<file path="src/rtl/dma_chan_pkg.sv">
// Package: shared encodings and decode helpers for the DMA channel engine.
// Assumes width code 3 is never programmed; it is treated as 4 bytes.
package dma_chan_pkg;

    typedef enum logic [1:0] {
        FLOW_M2M = 2'd0,
        FLOW_M2P = 2'd1,
        FLOW_P2M = 2'd2,
        FLOW_P2P = 2'd3
    } flow_e;

    typedef enum logic [1:0] {
        ST_IDLE = 2'd0,
        ST_RD   = 2'd1,
        ST_WR   = 2'd2
    } xfer_state_e;

    // Beats granted by a burst code: 1, then 4 doubling to 256.
    function automatic logic [8:0] burst_beats(input logic [2:0] code);
        logic [3:0] sh;
        sh = {1'b0, code} + 4'd1;
        return (code == 3'd0) ? 9'd1 : (9'd1 << sh);
    endfunction

    // Bytes in one beat of a width code.
    function automatic logic [2:0] width_bytes(input logic [1:0] w);
        case (w)
            2'd0:    return 3'd1;
            2'd1:    return 3'd2;
            default: return 3'd4;
        endcase
    endfunction

endpackage

</file>
<file path="src/rtl/dma_byte_fifo.sv">
// Byte FIFO with multi-byte push and pop, little-endian lane order.
// Assumes DEPTH is a power of two and callers never overfill or overdrain it.
module dma_byte_fifo #(
    parameter int DEPTH = 16,
    parameter int LANES = 4
) (
    input  logic                       clk,
    input  logic                       rst_n,
    input  logic                       clear,
    input  logic                       push,
    input  logic [2:0]                 push_n,
    input  logic [8*LANES-1:0]         push_data,
    input  logic                       pop,
    input  logic [2:0]                 pop_n,
    output logic [8*LANES-1:0]         pop_data,
    output logic [$clog2(DEPTH+1)-1:0] level
);
    localparam int PW = $clog2(DEPTH);
    localparam int CW = $clog2(DEPTH + 1);

    logic [7:0]    store [DEPTH];
    logic [PW-1:0] wr_ptr;
    logic [PW-1:0] rd_ptr;

    // Byte storage write: lane l lands at wr_ptr+l.
    always_ff @(posedge clk) begin
        if (push) begin
            for (int l = 0; l < LANES; l++) begin
                if (l < int'(push_n)) store[wr_ptr + PW'(l)] <= push_data[8*l +: 8];
            end
        end
    end

    // Pointer and fill-level bookkeeping.
    always_ff @(posedge clk) begin
        if (!rst_n || clear) begin
            wr_ptr <= '0;
            rd_ptr <= '0;
            level  <= '0;
        end else begin
            if (push) wr_ptr <= wr_ptr + PW'(push_n);
            if (pop)  rd_ptr <= rd_ptr + PW'(pop_n);
            level <= level + (push ? CW'(push_n) : CW'(0)) - (pop ? CW'(pop_n) : CW'(0));
        end
    end

    // Output lanes: oldest byte on lane 0, unused lanes zero.
    for (genvar g = 0; g < LANES; g++) begin : g_lane
        assign pop_data[8*g +: 8] = (g < int'(pop_n)) ? store[rd_ptr + PW'(g)] : 8'h00;
    end

    assert_no_overflow_R2: assert property (@(posedge clk) disable iff (!rst_n)
        (push && !clear) |-> (int'(level) + int'(push_n) <= DEPTH));
    assert_no_underflow_R2: assert property (@(posedge clk) disable iff (!rst_n)
        (pop && !clear) |-> (int'(pop_n) <= int'(level)));

endmodule

</file>
<file path="src/rtl/dma_pacer.sv">
// Request pacer: turns request pulses into a credit of source beats.
// Assumes CNT_W >= 9 so that a 256-beat grant fits.
module dma_pacer
    import dma_chan_pkg::*;
#(
    parameter int CNT_W = 12
) (
    input  logic             clk,
    input  logic             rst_n,
    input  logic             start,
    input  logic             halt,
    input  logic             paced,
    input  logic             req_burst,
    input  logic             req_single,
    input  logic [2:0]       burst_code,
    input  logic [CNT_W-1:0] beats_left,
    input  logic             consume,
    output logic             permit
);
    logic [CNT_W-1:0] credit;
    logic [CNT_W-1:0] grant;
    logic [CNT_W-1:0] capped;

    // Beats requested now, capped to what is still unread.
    always_comb begin
        grant  = req_burst ? CNT_W'(burst_beats(burst_code)) : CNT_W'(1);
        capped = (beats_left < grant) ? beats_left : grant;
    end

    // Credit counter: load on an accepted request, drain on each read beat.
    always_ff @(posedge clk) begin
        if (!rst_n || start) begin
            credit <= '0;
        end else if (paced && consume && credit != '0) begin
            credit <= credit - CNT_W'(1);
        end else if (paced && credit == '0 && !halt && (req_burst || req_single)) begin
            credit <= capped;
        end
    end

    assign permit = paced ? (credit != '0) : !halt;

    assert_halt_blocks_R7: assert property (@(posedge clk) disable iff (!rst_n)
        (halt && credit == '0) |=> (credit == '0));

endmodule

</file>
<file path="src/rtl/dma_chan_engine.sv">
// One DMA channel: sequences reads into a byte FIFO and writes out of it over a
// single-outstanding memory port, paced by the flow-control mode.
// Assumes cfg_* stay stable while running, and count*src bytes is a multiple
// of the destination beat size.
module dma_chan_engine
    import dma_chan_pkg::*;
#(
    parameter int ADDR_W     = 32,
    parameter int CNT_W      = 12,
    parameter int FIFO_DEPTH = 16
) (
    input  logic              clk,
    input  logic              rst_n,
    input  logic              start,
    input  logic              halt,
    input  logic [ADDR_W-1:0] cfg_src_addr,
    input  logic [ADDR_W-1:0] cfg_dst_addr,
    input  logic [CNT_W-1:0]  cfg_count,
    input  logic [1:0]        cfg_src_width,
    input  logic [1:0]        cfg_dst_width,
    input  logic [2:0]        cfg_src_burst,
    input  logic              cfg_src_inc,
    input  logic              cfg_dst_inc,
    input  logic [1:0]        cfg_flow,
    input  logic              cfg_done_irq_en,
    input  logic              sw_single,
    input  logic              sw_burst,
    input  logic              periph_src_req,
    input  logic              periph_dst_req,
    output logic              mem_req,
    output logic              mem_we,
    output logic [ADDR_W-1:0] mem_addr,
    output logic [1:0]        mem_size,
    output logic [31:0]       mem_wdata,
    input  logic              mem_ack,
    input  logic              mem_err,
    input  logic [31:0]       mem_rdata,
    output logic              running,
    output logic              active,
    output logic              done,
    output logic              error,
    output logic              irq
);
    localparam int LVL_W = $clog2(FIFO_DEPTH + 1);

    xfer_state_e      state;
    logic [ADDR_W-1:0] src_addr, dst_addr;
    logic [CNT_W-1:0] reads_left;
    logic [LVL_W-1:0] fifo_level;
    logic [2:0]       src_bytes, dst_bytes;
    logic             paced, line_req, permit;
    logic             want_wr, want_rd, finish;
    logic             rd_ok, wr_ok, bus_fail, fifo_clear;

    // Mode decode and next-action choice (writes take priority).
    always_comb begin
        src_bytes = width_bytes(cfg_src_width);
        dst_bytes = width_bytes(cfg_dst_width);
        paced     = (cfg_flow != FLOW_M2M);
        line_req  = (cfg_flow == FLOW_M2P) ? periph_dst_req : (paced && periph_src_req);
        want_wr   = running && (int'(fifo_level) >= int'(dst_bytes));
        want_rd   = running && (reads_left != '0) && permit &&
                    (int'(fifo_level) + int'(src_bytes) <= FIFO_DEPTH);
        finish    = running && (state == ST_IDLE) && (reads_left == '0) &&
                    (int'(fifo_level) < int'(dst_bytes));
        rd_ok     = (state == ST_RD) && mem_ack && !mem_err;
        wr_ok     = (state == ST_WR) && mem_ack && !mem_err;
        bus_fail  = (state != ST_IDLE) && mem_ack && mem_err;
        fifo_clear = start || finish || bus_fail;
    end

    // Channel sequencer: enable, address stepping, beat count and status.
    always_ff @(posedge clk) begin
        if (!rst_n) begin
            state      <= ST_IDLE;
            running    <= 1'b0;
            done       <= 1'b0;
            error      <= 1'b0;
            src_addr   <= '0;
            dst_addr   <= '0;
            reads_left <= '0;
        end else if (start) begin
            state      <= ST_IDLE;
            running    <= 1'b1;
            done       <= 1'b0;
            error      <= 1'b0;
            src_addr   <= cfg_src_addr;
            dst_addr   <= cfg_dst_addr;
            reads_left <= cfg_count;
        end else begin
            case (state)
                ST_IDLE: begin
                    if (finish) begin
                        running <= 1'b0;
                        done    <= 1'b1;
                    end else if (want_wr) begin
                        state <= ST_WR;
                    end else if (want_rd) begin
                        state <= ST_RD;
                    end
                end
                default: begin
                    if (mem_ack) state <= ST_IDLE;
                    if (bus_fail) begin
                        running <= 1'b0;
                        error   <= 1'b1;
                    end
                    if (rd_ok) begin
                        reads_left <= reads_left - CNT_W'(1);
                        src_addr   <= src_addr + (cfg_src_inc ? ADDR_W'(src_bytes) : '0);
                    end
                    if (wr_ok) begin
                        dst_addr <= dst_addr + (cfg_dst_inc ? ADDR_W'(dst_bytes) : '0);
                    end
                end
            endcase
        end
    end

    dma_pacer #(.CNT_W(CNT_W)) u_pacer (
        .clk        (clk),
        .rst_n      (rst_n),
        .start      (start),
        .halt       (halt),
        .paced      (paced),
        .req_burst  (sw_burst || line_req),
        .req_single (sw_single),
        .burst_code (cfg_src_burst),
        .beats_left (reads_left),
        .consume    (rd_ok),
        .permit     (permit)
    );

    dma_byte_fifo #(.DEPTH(FIFO_DEPTH), .LANES(4)) u_fifo (
        .clk       (clk),
        .rst_n     (rst_n),
        .clear     (fifo_clear),
        .push      (rd_ok),
        .push_n    (src_bytes),
        .push_data (mem_rdata),
        .pop       (wr_ok),
        .pop_n     (dst_bytes),
        .pop_data  (mem_wdata),
        .level     (fifo_level)
    );

    // Memory port and status outputs.
    always_comb begin
        mem_req  = (state != ST_IDLE);
        mem_we   = (state == ST_WR);
        mem_addr = mem_we ? dst_addr : src_addr;
        mem_size = mem_we ? cfg_dst_width : cfg_src_width;
        active   = (fifo_level != '0);
        irq      = done && cfg_done_irq_en;
    end

    assert_req_held_R11: assert property (@(posedge clk) disable iff (!rst_n)
        (mem_req && !mem_ack && !start) |=> (mem_req && $stable(mem_addr)));
    assert_err_stops_R9: assert property (@(posedge clk) disable iff (!rst_n)
        $rose(error) |-> (!running && !done));
    assert_done_count_R1: assert property (@(posedge clk) disable iff (!rst_n)
        $rose(done) |-> (reads_left == '0 && !mem_req));
    assert_no_wr_partial_R2: assert property (@(posedge clk) disable iff (!rst_n)
        (mem_req && mem_we) |-> (int'(fifo_level) >= int'(dst_bytes)));

endmodule

</file>
<file path="config.mk">
export PLATFORM = sky130hd
export DESIGN_NAME = dma_chan_engine
export DESIGN_NICKNAME = d
export VERILOG_FILES = /design/src/rtl/dma_chan_pkg.sv /design/src/rtl/dma_byte_fifo.sv /design/src/rtl/dma_pacer.sv /design/src/rtl/dma_chan_engine.sv
export SDC_FILE = /design/constraint.sdc
export NUM_CORES = 1
export LEC_CHECK = 0
export ABC_AREA = 1
export BUFFER_PORTS_ARGS = -buffer_cell sky130_fd_sc_hd__buf_4
export CAP_MARGIN = 25
export CORE_MARGIN = 2
export CORE_UTILIZATION = 40
export CTS_BUF_LIST = sky130_fd_sc_hd__clkbuf_16
export CTS_CLUSTER_SIZE = 28
export DETAILED_ROUTE_END_ITERATION = 16
export HOLD_SLACK_MARGIN = 0.15
export SLEW_MARGIN = 15
export SYNTH_ARGS = -nofsm -noshare
export SYNTH_HDL_FRONTEND = slang
export SYNTH_HIERARCHICAL = 1
export SYNTH_SLANG_ARGS = --single-unit
</file>
<file path="constraint.sdc">
create_clock -name clk -period 3.91 [get_ports clk]
set_input_delay 0.391 -clock clk [delete_from_list [all_inputs] [get_ports clk]]
set_output_delay 0.391 -clock clk [all_outputs]
set_load 0.1 [all_outputs]
</file>
== After elaboration in Yosys (flattened, before gate mapping) ==
Memories as Yosys holds them, arrays and structs flattened. A register that Yosys moved wholly into a read port is not among the register bits.
Cells that the tools add are included.

* Memories: 1
* Output and inout port bits: 73
* Memory bits (writable): 128
* Flip-flop bits (word level): 106

{| class="wikitable"
|+ Memories
! name !! depth !! bits a word !! rd ports !! clocked after memory_dff !! write ports !! line !! source
|-
| u_fifo.store || 16 || 8 || 4 || 1 || 4 || dma_byte_fifo.sv:21 || <nowiki>logic [7:0] store [DEPTH];</nowiki>
|}

* Add/subtract/negate cells: 16
* Reduce and logical (&&, ||, !) cells: 52
* Bitwise operators: 2
* Mux-type cells: 51
* $lt $le $gt $ge: 12
* Equal/unequal tests: 9
* Shift-type cells: 1

{| class="wikitable"
|+ Operator list
! cell !! count
|-
| $mux W32 || 7
|-
| $mux W12 || 6
|-
| $add A32 B3 Y32 || 2
|-
| $mux W8 || 4
|-
| $logic_not A12 Y1 || 2
|-
| $reduce_bool A12 Y1 || 2
|-
| $sub A12 B1 Y12 const B || 2
|-
| $logic_and A1 B1 Y1 || 20
|-
| $mux W1 || 18
|-
| $mux W9 || 2
|-
| $add A4 B2 Y4 const B || 4
|-
| $lt A1 B3 Y1 const A || 4
|-
| $lt A12 B12 Y1 || 1
|-
| $lt A2 B3 Y1 const A || 4
|-
| $mux W2 || 6
|-
| $mux W3 || 4
|-
| $pmux W3 S2 || 2
|-
| $reduce_bool A2 Y1 || 6
|-
| $reduce_and A2 Y1 || 5
|-
| $shl A1 B4 Y9 const A || 1
|-
| $add A4 B1 Y4 const B || 2
|-
| $add A4 B3 Y4 || 2
|-
| $eq A2 B1 Y1 const B || 4
|-
| $mux W4 || 2
|-
| other kinds (19) || 31
|}

== Logic depth before layout (Yosys ltp) ==
Gate-level depths: netlist (run 1).

* Depth after elaboration: 9
* Depth in mapped cells: 18
* Gate-level depth less buffers: 18

== By module ==
The synthesis (run 1) kept the hierarchy.

{| class="wikitable"
|+ Modules (own cells, without submodules)
! module !! cells each !! instances !! area an instance (um^2)
|-
| dma_byte_fifo || 2534 || 1 || 15123.3
|-
| dma_chan_engine || 1136 || 1 || 6510.0
|-
| dma_pacer || 204 || 1 || 1291.2
|}

== Worst setup path before layout (run 1) ==
Ideal clock, no wire load.

* Path kind: register -> output
* Start: register state[0]
* End: output port mem_addr[25]
* Arrival: 3.583 ns
* Path buffers: 2
* Cell stages (with the launch flop): 5
* Setup slack: -0.064 ns
* Cells stage by stage: dfxtp_1 -> nor2_4 -> buf_2 -> buf_1 -> o21ai_0

* Word-level cells in the longest chain between the ends: 2

{| class="wikitable"
|+ Ends and longest elaborated chain
! item !! line !! source
|-
| start: declaration || dma_chan_engine.sv:46 || <nowiki>xfer_state_e state;</nowiki>
|-
| start signal: assignment || dma_chan_engine.sv:75 || <nowiki>state <= ST_IDLE;</nowiki>
|-
| start signal: assignment || dma_chan_engine.sv:83 || <nowiki>state <= ST_IDLE;</nowiki>
|-
| start signal: assignment || dma_chan_engine.sv:97 || <nowiki>state <= ST_WR;</nowiki>
|-
| $eq A2 B2 Y1 || dma_chan_engine.sv:150 || <nowiki>mem_we = (state == ST_WR);</nowiki>
|-
| via mem_we || dma_chan_engine.sv:31 || <nowiki>output logic mem_we,</nowiki>
|-
| $mux W32 || dma_chan_engine.sv:151 || <nowiki>mem_addr = mem_we ? dst_addr : src_addr;</nowiki>
|-
| end: declaration || dma_chan_engine.sv:32 || <nowiki>output logic [ADDR_W-1:0] mem_addr,</nowiki>
|}

The timed path passes the listed nets, and every way through them passes these cells.

== Worst setup path after layout (run 1) ==
* Start: register u_fifo.rd_ptr[2]
* End: output port mem_wdata[20]

* Word-level cells in the longest chain between the ends: 3

{| class="wikitable"
|+ Ends and longest elaborated chain
! item !! line !! source
|-
| start: declaration || dma_byte_fifo.sv:23 || <nowiki>logic [PW-1:0] rd_ptr;</nowiki>
|-
| start signal: assignment || dma_byte_fifo.sv:42 || <nowiki>if (pop) rd_ptr <= rd_ptr + PW'(pop_n);</nowiki>
|-
| $add A4 B2 Y4 || dma_byte_fifo.sv:49 || <nowiki>assign pop_data[8*g +: 8] = (g < int'(pop_n)) ? store[rd_ptr + PW'(g)] : 8'h00;</nowiki>
|-
| $mem_v2 Z16 W8 || n/a ||
|-
| $mux W8 || dma_byte_fifo.sv:49 ||
|-
| end: declaration || dma_chan_engine.sv:34 || <nowiki>output logic [31:0] mem_wdata,</nowiki>
|}

Every way passes these cells.

==> impl_metrics.sql, run 1 <==
INSERT INTO impl_metrics (metric_group, metric, value, unit) VALUES
('sta', 'max_clock_freq', '279', 'MHz'),
('logic_synthesis', 'syn_area', '22900', 'um2'),
('logic_synthesis', 'synth_nets', '4052', ''),
('setup_path', 'crit_path_top_delay_cell', 'sky130_fd_sc_hd__ha_1', ''),
('setup_path', 'critical_path_cell_count', '8', ''),
('sta', 'report.final.slew_viol_count', '0', ''),
('sta', 'worst-slew-pin-transition', '1060', 'ps'),
('setup_path', 'timing.critical_path.cells', 'ha_1 -> inv_1 -> nand3_1 -> nand2_1 -> nand2_1 -> nand2_1 -> nor2_1 -> buf_4', ''),
('place', 'globalplace.congestion', '1.04', ''),
('place', 'dpl_cell_area', '24700', 'um2'),
('setup_path', 'crit_fanout', '17', ''),
('setup_path', 'path_buf_inv', '2', ''),
('floorplanning', 'fp.dieH', '243', 'um'),
('sta', 'final.setup_skew', '63.0', 'ps'),
('place', 'detailed_place_hpwl', '76.4', 'mm'),
('floorplanning', 'io_pins', '203', ''),
('setup_path', 'crit_path_frequent_cell', 'sky130_fd_sc_hd__nand2_1', ''),
('power_and_ir_drop', 'highest_ir_drop_seen_on_vdd', '0.000265', 'V'),
('cts', 'clock_sinks', '238', ''),
('cts', 'cts-buffers-inserted', '30', ''),
('logic_synthesis', 'synthDominantAreaCellType', 'sky130_fd_sc_hd__nand2_1', ''),
('routing', 'avgViaCountPerCell', '5.62', ''),
('global_routing', 'wire_length_of_the_first_global_routing_pass', '153', 'mm'),
('layout', 'commonest_cells_after_routing_fill_and_taps_aside', 'sky130_fd_sc_hd__nand2_1 (1413), sky130_fd_sc_hd__nand3_1 (463), sky130_fd_sc_hd__inv_1 (373)', ''),
('power_and_ir_drop', 'power_density', '280', 'nW/um2'),
('logic_synthesis', 'yosys_warnings', '6', ''),
('global_routing', 'grt.total_usage', '33.9', '%'),
('sta', 'min_period_over_period', '91.8', '%'),
('floorplanning', 'placement_row_count', '87', ''),
('place', 'buffer_ports.inserted', '202', ''),
('setup_path', 'required', '3520', 'ps'),
('floorplanning', 'core', '56500', 'um2'),
('routing', 'drt.antenna.violating_nets', '0', ''),
('hold_path', 'worstHoldPathCells', '5', ''),
('run_status', 'outcome', 'finished, final reports clean', ''),
('logic_synthesis', 'yosys.area.top_type_share', '23.1', '%'),
('layout', 'layout.cells.most_common', 'sky130_fd_sc_hd__nand2_1', ''),
('layout', 'syn_to_final_growth', '15.4', '%'),
('power_and_ir_drop', 'cellLeakagePower', '11.8', 'nW'),
('sta', 'whs', '179', 'ps'),
('hold_path', 'min-delay-path-class', 'input port to flip-flop', ''),
('floorplanning', 'die-width', '243', 'um'),
('floorplanning', 'floorplan.die_area', '59200', 'um2'),
('cts', 'clk-insertion-delay-late', '630', 'ps'),
('job', 'drv.max_cap_violation_count', '0', ''),
('global_routing', 'number_of_global_route_vias_before_repair', '24100', ''),
('routing', 'routedWlPerCell', '21.7', 'um'),
('cts', 'tritoncts_clock_tree', 'yes', ''),
('sta', 'unrepaired_setup_endpoints_after_global_routing', 'false', ''),
('logic_synthesis', 'postSynthCellCount', '3874', ''),
('layout', 'final_layout_size_suffix_gt1_share', '11.6', '%'),
('setup_path', 'r2r.worst_path.cells', '6', ''),
('logic_synthesis', 'synthTopCellsByArea', 'sky130_fd_sc_hd__nand2_1 (23%), sky130_fd_sc_hd__edfxtp_1 (17%), sky130_fd_sc_hd__nand3_1 (10%)', ''),
('setup_path', 'cp_data_arrival_time', '3200', 'ps'),
('logic_synthesis', 'synth_area_per_cell', '5.92', 'um2'),
('cts', 'cts_setup_buffers', '0', ''),
('routing', 'drt_drc_violations_left', '0', ''),
('cts', 'clock_tree.root_cell', 'sky130_fd_sc_hd__clkbuf_16', ''),
('power_and_ir_drop', 'total_power', '7.40', 'mW'),
('sta', 'setup_viol', '0', ''),
('routing', 'firstDrtPassIters', '7', ''),
('setup_path', 'worst_path_largest_cell_delay', '790', 'ps'),
('global_routing', 'antenna_found_initial', '8', ''),
('layout', 'nNetsFinal', '4173', ''),
('setup_path', 'crit_path_end_kind', 'primary output', ''),
('logic_synthesis', 'ys_seq_area_share', '26.4', '%'),
('global_routing', 'grt_start_max_net_pins', '231', ''),
('logic_synthesis', 'ys_seq_elements', '238', ''),
('setup_path', 'cp_top_family', 'adder cells', ''),
('sta', 'timing.final.hold_violations', '0', ''),
('cts', 'clock_transition_at_path_regs', '70', 'ps');
repair_timing:
action	CTS	global route
hold buffers	63	0
hold endpoints to repair	60	0
gates resized for setup	0	0
per-layer routing:
layer / vias to the layer above / routed length, um / track usage, %
met2: 1515 / 42600 / 49.0
li1: 12800 / - / -
met1: 12200 / 43700 / 47.8
met4: 6 / 4660 / 14.3
met5: - / 37 / 0
met3: 284 / 12800 / 8.42
layout make-up:
type                            count  area (um2)
Inverter                          422        1590
Sequential cell                   238        6050
Multi-Input combinational cell   3008       14300
Timing Repair Buffer              295        2400
Clock inverter                     26         358
Antenna cell                        5        12.5
Clock buffer                       30         751
Tap cell                          756         946
Fill cell                        6052       30000
tightest hold or removal path: stages:
cell and delay, ps:
sky130_fd_sc_hd__buf_4 120, sky130_fd_sc_hd__nand2_1 60, sky130_fd_sc_hd__o21ai_0 80, sky130_fd_sc_hd__inv_1 60
sky130_fd_sc_hd__a21oi_1 60
logic make-up (layout without fill, tap and decap cells):
kind of cell               count (synthesis)  after routing  synth area share, %
and+or+nand+nor                         2347           2347                 43.6
other                                      1              6               0.0164
xor gates and xnor gates                  31             31                 1.25
AOI/OAI and AO/OA                        581            581                 14.9
adders and majority gates                 48             48                 2.82
DFF                                      238            238                 26.4
buffers and inverters                    628            773                 11.0
state kept, by name, summed over array words and instances, names as in the netlist, named ones only:
name / flops
u_fifo/store: 128
done: 1
running: 1
state: 2
error: 1
u_fifo/rd_ptr: 4
src_addr: 32
reads_left: 12
u_fifo/wr_ptr: 4
u_pacer/credit: 12
u_fifo/level: 5
dst_addr: 32
final timing paths:
kind	startpoint	end	slack (ps)
min	cfg_src_addr[20]	src_addr[20]	180
max	u_fifo/rd_ptr[2]	mem_wdata[20]	320
max reg2reg	state[0]	u_fifo/store[7][4]	600
min reg2reg	u_pacer/credit[11]	u_pacer/credit[11]	470
synthesized netlist by cell type, drive strengths merged:
master	instances
a21oi	153
nand3	472
o21ai	245
and2	3
a21o	1
o21a	5
o31ai	1
clkinv	5
o221ai	1
fa	6
o22ai	1
nand3b	9
a221o	1
inv	417
a22o	1
or2	7
clkbuf	107
o2111ai	13
nand4	22
a22oi	1
and3	1
nand2	1464
nor2	352
nor4	1
nor3	15
a31oi	23
a221oi	1
xnor2	10
xor2	21
a211oi	4
edfxtp	128
ha	42
buf	99
nor3b	1
conb	1
o21bai	3
a31o	1
dfxtp	110
o211ai	126
per-stage QoR:
stage | utilization (%) | TNS, ps | cells | setup slack [ps]
CTS | 46.8 | 0 | 4775 | 259
global route | 46.8 | 0 | 4780 | 124
global placement | 43.7 | 0 | 4656 | 639
detailed placement | 43.7 | 0 | 4656 | 556
floorplan | - | -382 | 3874 | -63.6
finish | 46.8 | 0 | 4780 | 322
report_power, final:
| part | internal, mW | total [mW] | leakage (nW) | switching, mW |
|---|---|---|---|---|
| clock network | 1.83 | 3.10 | 0.524 | 1.27 |
| registers | 2.69 | 2.78 | 2.05 | 0.0888 |
| logic | 0.436 | 1.52 | 9.17 | 1.08 |
| total | 4.96 | 7.40 | 11.8 | 2.44 |
No activity file was read; power rests on OpenSTA's default activity.
==> inputs of run 2 (changes only) <==
Settings changed: ABC_AREA 1 to default, CORE_MARGIN 2 to default.
==> run 2 against run 1 <==
Sequential power about the same; worst hold slack worse by 13 ps; global-route usage down 2.8 points; core utilization up 2.0 points; flip-flop and latch count unchanged; final area down 9.4%; clock-buffer cell count unchanged; area after synthesis down 13%; worst setup slack worse by 90 ps; sequential share of layout area up 2.4 points.
==> impl_metrics.sql, run 2 <==
INSERT INTO impl_metrics (metric_group, metric, value, unit) VALUES
('layout', 'nNetsFinal', '2513', ''),
('logic_synthesis', 'synth_enable_flop_cells', '128', ''),
('power_and_ir_drop', 'netSwitchingFraction', '30.0', '%'),
('setup_path', 'worstSetupStartpointType', 'flip-flop', ''),
('logic_synthesis', 'yosys.area.top_type_share', '19.2', '%'),
('setup_path', 'crit_path_end_kind', 'primary output', ''),
('layout', 'final_core_util', '48.8', '%'),
('hold_path', 'worst_hold_startpoint', 'cfg_count[5]', ''),
('setup_path', 'required', '3520', 'ps'),
('power_and_ir_drop', 'portion_of_total_power_attributed_to_sequential_cells', '40.6', '%'),
('logic_synthesis', 'syn_area', '20000', 'um2'),
('power_and_ir_drop', 'power.clock.fraction', '40.6', '%'),
('routing', 'firstDrtPassIters', '6', ''),
('sta', 'report.final.slew_viol_count', '0', ''),
('layout', 'largest_register_ffs', '128', ''),
('logic_synthesis', 'synthDominantAreaCellType', 'sky130_fd_sc_hd__edfxtp_1', ''),
('cts', 'clock_tree.root_cell', 'sky130_fd_sc_hd__clkbuf_16', ''),
('floorplanning', 'initial_core_util', '40.7', '%'),
('cts', 'postCtsResizedCells', '0', ''),
('layout', 'top_regs', 'u_fifo/store x128, dst_addr x32, src_addr x32', ''),
('hold_path', 'min-delay-path-class', 'input port to flip-flop', ''),
('cts', 'htree_levels', '1', ''),
('sta', 'min_period_over_period', '94.1', '%'),
('setup_path', 'critical_path_class', 'flip-flop to primary output', ''),
('place', 'globalplace.congestion', '1.02', ''),
('job', 'drv.max_cap_violation_count', '0', ''),
('cts', 'tritoncts_clock_tree', 'yes', ''),
('place', 'buffer_ports.inserted', '202', ''),
('cts', 'clk_path_buf_depth', '3', ''),
('run_status', 'outcome', 'finished, final reports clean', ''),
('logic_synthesis', 'synthTopCellsByArea', 'sky130_fd_sc_hd__edfxtp_1 (19%), sky130_fd_sc_hd__mux4_2 (14%), sky130_fd_sc_hd__dfxtp_1 (11%)', ''),
('power_and_ir_drop', 'switching_power', '2.04', 'mW'),
('sta', 'worst-slew-pin-transition', '1010', 'ps'),
('setup_path', 'critPathLaunch', 'u_fifo/rd_ptr[0]', ''),
('setup_path', 'setup_slack_of_the_most_critical_reg_to_reg_path', '680', 'ps'),
('floorplanning', 'core', '49200', 'um2'),
('cts', 'clock_sinks', '238', ''),
('logic_synthesis', 'synth.lib_cells_used.distinct', '88', ''),
('routing', 'drt_wl_total', '80.8', 'mm'),
('cts', 'cts-buffers-inserted', '29', ''),
('floorplanning', 'die-width', '226', 'um'),
('power_and_ir_drop', 'internal-power', '4.76', 'mW'),
('cts', 'clock_transition_at_path_regs', '60', 'ps'),
('power_and_ir_drop', 'power_density', '284', 'nW/um2'),
('routing', 'routedWlPerCell', '26.8', 'um'),
('sta', 'unrepaired_setup_endpoints_after_global_routing', 'false', ''),
('routing', 'avgViaCountPerCell', '6.45', ''),
('power_and_ir_drop', 'cellLeakagePower', '8.99', 'nW'),
('layout', 'commonest_cells_after_routing_fill_and_taps_aside', 'sky130_fd_sc_hd__buf_4 (270), sky130_fd_sc_hd__nand2_1 (261), sky130_fd_sc_hd__nor2_1 (146)', ''),
('power_and_ir_drop', 'highest_ir_drop_seen_on_vdd', '0.000295', 'V'),
('setup_path', 'cp_data_arrival_time', '3290', 'ps'),
('routing', 'drt_drc_violations_left', '0', ''),
('logic_synthesis', 'ys_seq_area_share', '30.2', '%'),
('sta', 'whs', '165', 'ps'),
('routing', 'drt_first_iter_violations', '2364', ''),
('floorplanning', 'fp.dieH', '226', 'um'),
('floorplanning', 'placement_row_count', '81', ''),
('floorplanning', 'floorplan.die_area', '50900', 'um2'),
('layout', 'final_layout_size_suffix_gt1_share', '22.3', '%'),
('sta', 'final.min_clock_period', '3680', 'ps'),
('sta', 'setup_viol', '0', ''),
('cts', 'cts_setup_buffers', '0', ''),
('place', 'detailed_place_hpwl', '58.3', 'mm'),
('logic_synthesis', 'ys_dominant_reg_cell', 'sky130_fd_sc_hd__edfxtp_1', ''),
('setup_path', 'crit-reg2reg-capture', 'u_fifo/store[8][5]', ''),
('logic_synthesis', 'fraction_of_synthesis_flops_using_an_asynchronous_set_or_reset_pin', '0', '%'),
('layout', 'layout.cells.most_common', 'sky130_fd_sc_hd__buf_4', ''),
('global_routing', 'number_of_global_route_vias_before_repair', '18400', ''),
('hold_path', 'worst_hold_path.endpoint', 'reads_left[5]', ''),
('layout', 'top_register', 'u_fifo/store', ''),
('logic_synthesis', 'synth_area_per_cell', '9.24', 'um2'),
('layout', 'fillerInstances', '4532', ''),
('sta', 'timing.final.hold_violations', '0', ''),
('logic_synthesis', 'yosys_warnings', '6', ''),
('logic_synthesis', 'synth_most_common_cell', 'sky130_fd_sc_hd__nand2_1', ''),
('layout', 'syn_to_final_growth', '19.8', '%'),
('floorplanning', 'io_pins', '203', ''),
('routing', 'drt.antenna.violating_nets', '0', ''),
('layout', 'antenna_cells_inserted', '0', ''),
('sta', 'timing.max_slew.rel_slack', '32.3', '%'),
('hold_path', 'worstHoldPathCells', '3', ''),
('setup_path', 'r2r.worst_path.cells', '7', ''),
('sta', 'max_clock_freq', '272', 'MHz'),
('global_routing', 'antenna_found_initial', '2', ''),
('logic_synthesis', 'ys_seq_elements', '238', ''),
('logic_synthesis', 'synth_nets', '2342', ''),
('cts', 'clk-insertion-delay-late', '580', 'ps'),
('global_routing', 'globalRoute.totalOverflow', '0', ''),
('global_routing', 'wire_length_of_the_first_global_routing_pass', '118', 'mm'),
('global_routing', 'grt_start_max_net_pins', '104', ''),
('logic_synthesis', 'postSynthCellCount', '2165', ''),
('setup_path', 'crit_fanout', '40', ''),
('sta', 'final.setup_skew', '31.1', 'ps'),
('logic_synthesis', 'synth_commonest_cells', 'sky130_fd_sc_hd__nand2_1 (261), sky130_fd_sc_hd__nor2_1 (146), sky130_fd_sc_hd__mux2i_1 (145)', ''),
('setup_path', 'regToRegStartpoint', 'u_fifo/wr_ptr[1]', ''),
('power_and_ir_drop', 'p_comb_share', '18.8', '%'),
('global_routing', 'grt.total_usage', '31.2', '%'),
('routing', 'via_count', '19500', '');
==> run 2: stage by stage <==
stage	cell area [um2]	cells	worst slack, ps	total power, mW	TNS [ps]
after floorplan	20300	2165	-118	3.60	-118
after global placement	22400	2907	616	4.01	0
after detailed placement	22400	2907	578	4.02	0
after CTS	24000	3020	202	6.80	0
after global routing	24000	3020	46.1	6.98	0
final	24000	3020	232	6.80	0
==> run 2: worst max-delay path by stage <==
stage               cells after the start  slack, ps                end
finish                                  8        230      mem_wdata[29]
global route                            7         50      mem_wdata[24]
CTS                                     7        200      mem_wdata[29]
detailed placement                     12        580    u_fifo/level[4]
global placement                       12        620  u_pacer/credit[0]
floorplan                              10       -120      mem_wdata[10]
==> run 2: cells by family (layout without fill, tap and decap cells) <==
| family | Yosys count | in the layout | synth area share (%) |
|---|---|---|---|
| AO/OA/AOI/OAI | 547 | 547 | 17.6 |
| XOR/XNOR | 83 | 83 | 3.71 |
| adder cells (fa/ha/maj) | 48 | 48 | 3.21 |
| buffers and inverters | 248 | 439 | 5.15 |
| flip-flops | 238 | 238 | 30.2 |
| multiplexers | 284 | 284 | 22.3 |
| other | 1 | 1 | 0.0187 |
| AND/OR/NAND/NOR | 716 | 716 | 17.8 |
==> run 2: area by class of cell <==
type,instances,area [um2],area share [%]
inverters,53,199,0.830
well taps,664,831,3.47
repair buffers,335,2710,11.3
clock buffers,30,751,3.13
multi-input cells,1679,13200,55.2
clock inverters,21,213,0.887
flip-flops and latches,238,6050,25.2
==> run 2: critical path, stage by stage (launching register included) <==
cell and delay, ps:
sky130_fd_sc_hd__dfxtp_4 360, sky130_fd_sc_hd__inv_2 140, sky130_fd_sc_hd__ha_2 600, sky130_fd_sc_hd__buf_12 290, sky130_fd_sc_hd__buf_4 270, sky130_fd_sc_hd__mux4_2 320, sky130_fd_sc_hd__mux2i_1 340, sky130_fd_sc_hd__o22ai_4 120
sky130_fd_sc_hd__buf_4 270
==> run 2: power by group through the flow <==
stage	Clock (mW)	Combinational, mW	Sequential, mW
3_3_place_gp	0	1.20	2.81
2_1_floorplan	0	0.797	2.80
4_1_cts	2.78	1.26	2.76
3_5_place_dp	0	1.21	2.81
6_report	2.76	1.28	2.76
5_1_grt	2.87	1.34	2.77
==> run 2: per-layer routing <==
metal,track usage [%],vias to the layer above,share of wire [%]
met2,48.4,1185,45
met1,40.0,9491,38
met4,16.3,2,5.6
met5,0,-,0.017
li1,-,8541,-
met3,7.70,251,11
==> run 2: timing repair <==
| item | CTS | global route |
|---|---|---|
| hold buffers | 62 | 0 |
| endpoints found under the hold margin | 62 | 0 |
| endpoints found under the setup margin | 0 | 0 |
==> inputs of run 3 (changes only) <==
Settings changed: CAP_MARGIN 25 to default, CTS_CLUSTER_SIZE 28 to 16, REMOVE_ABC_BUFFERS from default to 1.
==> run 3 against run 2 <==
Worst hold slack improved by 6.1 ps; sequential share of layout area rose by 0.34 points; fmax rose by 0.15%; critical path type unchanged; highest routed layer unchanged; clock power barely moved; via count rose by 0.56%; worst setup slack improved by 5.4 ps; non-clock buffer count fell by 4; die area did not move; global-route usage fell by 0.49 points.
==> impl_metrics.sql, run 3 (synthesis gave the netlist of run 2 again) <==
INSERT INTO impl_metrics (metric_group, metric, value, unit) VALUES
('global_routing', 'wire_length_of_the_first_global_routing_pass', '117', 'mm'),
('power_and_ir_drop', 'total_power', '6.77', 'mW'),
('place', 'buffer_ports.inserted', '202', ''),
('setup_path', 'required', '3520', 'ps'),
('setup_path', 'setup_slack_of_the_most_critical_reg_to_reg_path', '450', 'ps'),
('cts', 'clk_path_buf_depth', '3', ''),
('layout', 'largest_register_ffs', '128', ''),
('sta', 'timing.final.ws_setup', '238', 'ps'),
('place', 'post-place-ws', '507', 'ps'),
('cts', 'cts_setup_buffers', '0', ''),
('layout', 'final_layout_size_suffix_gt1_share', '20.8', '%'),
('cts', 'clock_transition_at_path_regs', '60', 'ps'),
('layout', 'fillerInstances', '4627', ''),
('sta', 'timing.final.hold_violations', '0', ''),
('layout', 'syn_to_final_growth', '18.2', '%'),
('setup_path', 'cp_data_arrival_time', '3280', 'ps'),
('layout', 'layout.cells.most_common', 'sky130_fd_sc_hd__buf_4', ''),
('routing', 'drt_wl_total', '79.9', 'mm'),
('power_and_ir_drop', 'highest_ir_drop_seen_on_vdd', '0.000294', 'V'),
('cts', 'htree_levels', '1', ''),
('setup_path', 'crit_fanout', '36', ''),
('power_and_ir_drop', 'power_density', '286', 'nW/um2'),
('sta', 'timing.max_slew.rel_slack', '20.1', '%'),
('power_and_ir_drop', 'switching_power', '2.05', 'mW'),
('routing', 'avgViaCountPerCell', '6.48', ''),
('sta', 'unrepaired_setup_endpoints_after_global_routing', 'false', ''),
('layout', 'multi_input_comb_area', '13000', 'um2'),
('power_and_ir_drop', 'p_comb_share', '18.8', '%'),
('setup_path', 'crit_path_frequent_cell', 'sky130_fd_sc_hd__buf_4', ''),
('setup_path', 'worstSetupStartpointType', 'flip-flop', ''),
('floorplanning', 'fp.dieH', '226', 'um'),
('sta', 'worst-slew-pin-transition', '1200', 'ps'),
('hold_path', 'min-delay-path-class', 'input port to flip-flop', ''),
('global_routing', 'antenna_found_initial', '1', ''),
('global_routing', 'grt_start_max_net_pins', '86', ''),
('sta', 'final.min_clock_period', '3670', 'ps'),
('layout', 'area.sequential', '6050', 'um2'),
('layout', 'stdcell_count', '3020', ''),
('sta', 'report.final.slew_viol_count', '0', ''),
('layout', 'post_layout_inst_area', '23700', 'um2'),
('setup_path', 'worst_path_largest_cell_delay', '550', 'ps'),
('global_routing', 'globalRoute.totalOverflow', '0', ''),
('routing', 'routedWlPerCell', '26.5', 'um'),
('place', 'detailed_place_hpwl', '56.9', 'mm'),
('sta', 'final.setup_skew', '17.8', 'ps'),
('cts', 'postCtsResizedCells', '0', ''),
('floorplanning', 'placement_row_count', '81', ''),
('routing', 'via_count', '19600', ''),
('setup_path', 'crit_path_end_kind', 'primary output', ''),
('setup_path', 'timing.critical_path.cells', 'buf_4 -> ha_1 -> nand2_1 -> xor2_1 -> o21bai_1 -> o22ai_1 -> buf_4', ''),
('sta', 'tns', '0', 'ps'),
('floorplanning', 'floorplan.die_area', '50900', 'um2'),
('sta', 'setup_viol', '0', ''),
('routing', 'drt_first_iter_violations', '2607', ''),
('place', 'globalplace.congestion', '1.00', ''),
('cts', 'clock_sinks', '238', ''),
('layout', 'commonest_cells_after_routing_fill_and_taps_aside', 'sky130_fd_sc_hd__buf_4 (262), sky130_fd_sc_hd__nand2_1 (261), sky130_fd_sc_hd__nor2_1 (146)', ''),
('layout', 'top_regs', 'u_fifo/store x128, dst_addr x32, src_addr x32', ''),
('layout', 'nNetsFinal', '2509', ''),
('power_and_ir_drop', 'portion_of_total_power_attributed_to_sequential_cells', '40.8', '%'),
('floorplanning', 'die-width', '226', 'um'),
('sta', 'whs', '172', 'ps'),
('cts', 'clk-insertion-delay-late', '570', 'ps'),
('routing', 'drt_drc_violations_left', '0', ''),
('layout', 'final_core_util', '48.1', '%'),
('routing', 'firstDrtPassIters', '6', ''),
('sta', 'max_clock_freq', '272', 'MHz'),
('power_and_ir_drop', 'netSwitchingFraction', '30.3', '%'),
('setup_path', 'critical_path_class', 'flip-flop to primary output', ''),
('power_and_ir_drop', 'power.clock.fraction', '40.4', '%'),
('sta', 'min_period_over_period', '93.9', '%'),
('job', 'drv.max_cap_violation_count', '0', ''),
('layout', 'top_register', 'u_fifo/store', ''),
('global_routing', 'grt.total_usage', '30.7', '%'),
('cts', 'cts-buffers-inserted', '29', ''),
('place', 'dp.cells', '2897', ''),
('floorplanning', 'initial_core_util', '40.7', '%'),
('run_status', 'outcome', 'finished, final reports clean', ''),
('floorplanning', 'io_pins', '203', ''),
('power_and_ir_drop', 'internal-power', '4.72', 'mW'),
('floorplanning', 'core', '49200', 'um2'),
('cts', 'clock_tree.root_cell', 'sky130_fd_sc_hd__clkbuf_16', ''),
('global_routing', 'number_of_global_route_vias_before_repair', '18200', ''),
('cts', 'tritoncts_clock_tree', 'yes', ''),
('cts', 'post_cts_hold_buffer_count', '67', ''),
('power_and_ir_drop', 'cellLeakagePower', '8.93', 'nW'),
('place', 'dpl_cell_area', '22000', 'um2'),
('routing', 'drt.antenna.violating_nets', '0', ''),
('setup_path', 'crit_path_top_delay_cell', 'sky130_fd_sc_hd__o21bai_1', '');
==> run 3: critical path, delay by kind of cell, from the launching register on <==
family | cells | cell delay [ps]
flip-flops | 1 | 330
XOR/XNOR | 1 | 230
AND/OR/NAND/NOR | 1 | 80
AO/OA/AOI/OAI | 2 | 900
adder cells (fa/ha/maj) | 1 | 310
buffers and inverters | 2 | 860
==> run 3: power groups by stage <==
stage / registers [mW] / logic, mW / clock network (mW)
detailed placement: 2.81 / 1.19 / 0
global route: 2.77 / 1.32 / 2.88
CTS: 2.76 / 1.25 / 2.78
finish: 2.76 / 1.27 / 2.74
global placement: 2.81 / 1.18 / 0
floorplan: 2.80 / 0.708 / 0
==> run 3: routing by layer <==
| metal | track usage (%) | part of all wire (%) |
|---|---|---|
| met1 | 40.7 | 39 |
| met2 | 47.1 | 45 |
| met3 | 8.42 | 12 |
| met4 | 12.2 | 4.0 |
| met5 | 0 | 0.024 |
==> run 3: layout make-up <==
class | instances | share of cell area, %
clock inverter | 24 | 0.941
timing repair buffer | 331 | 11.3
sequential | 238 | 25.6
tap | 664 | 3.51
inverter | 53 | 0.841
clock buffer | 29 | 3.07
multi-input combinational | 1679 | 54.8
antenna | 2 | 0.0212
==> run 3: final timing paths <==
| path | endpoint | cells after the start | startpoint |
|---|---|---|---|
| worst max-delay path | mem_wdata[14] | 7 | u_fifo/rd_ptr[1] |
| worst min-delay path | dst_addr[7] | 3 | cfg_dst_addr[7] |
| worst max register to register | u_fifo/store[7][1] | 6 | u_fifo/wr_ptr[1] |
| worst min register to register | error | 2 | error |
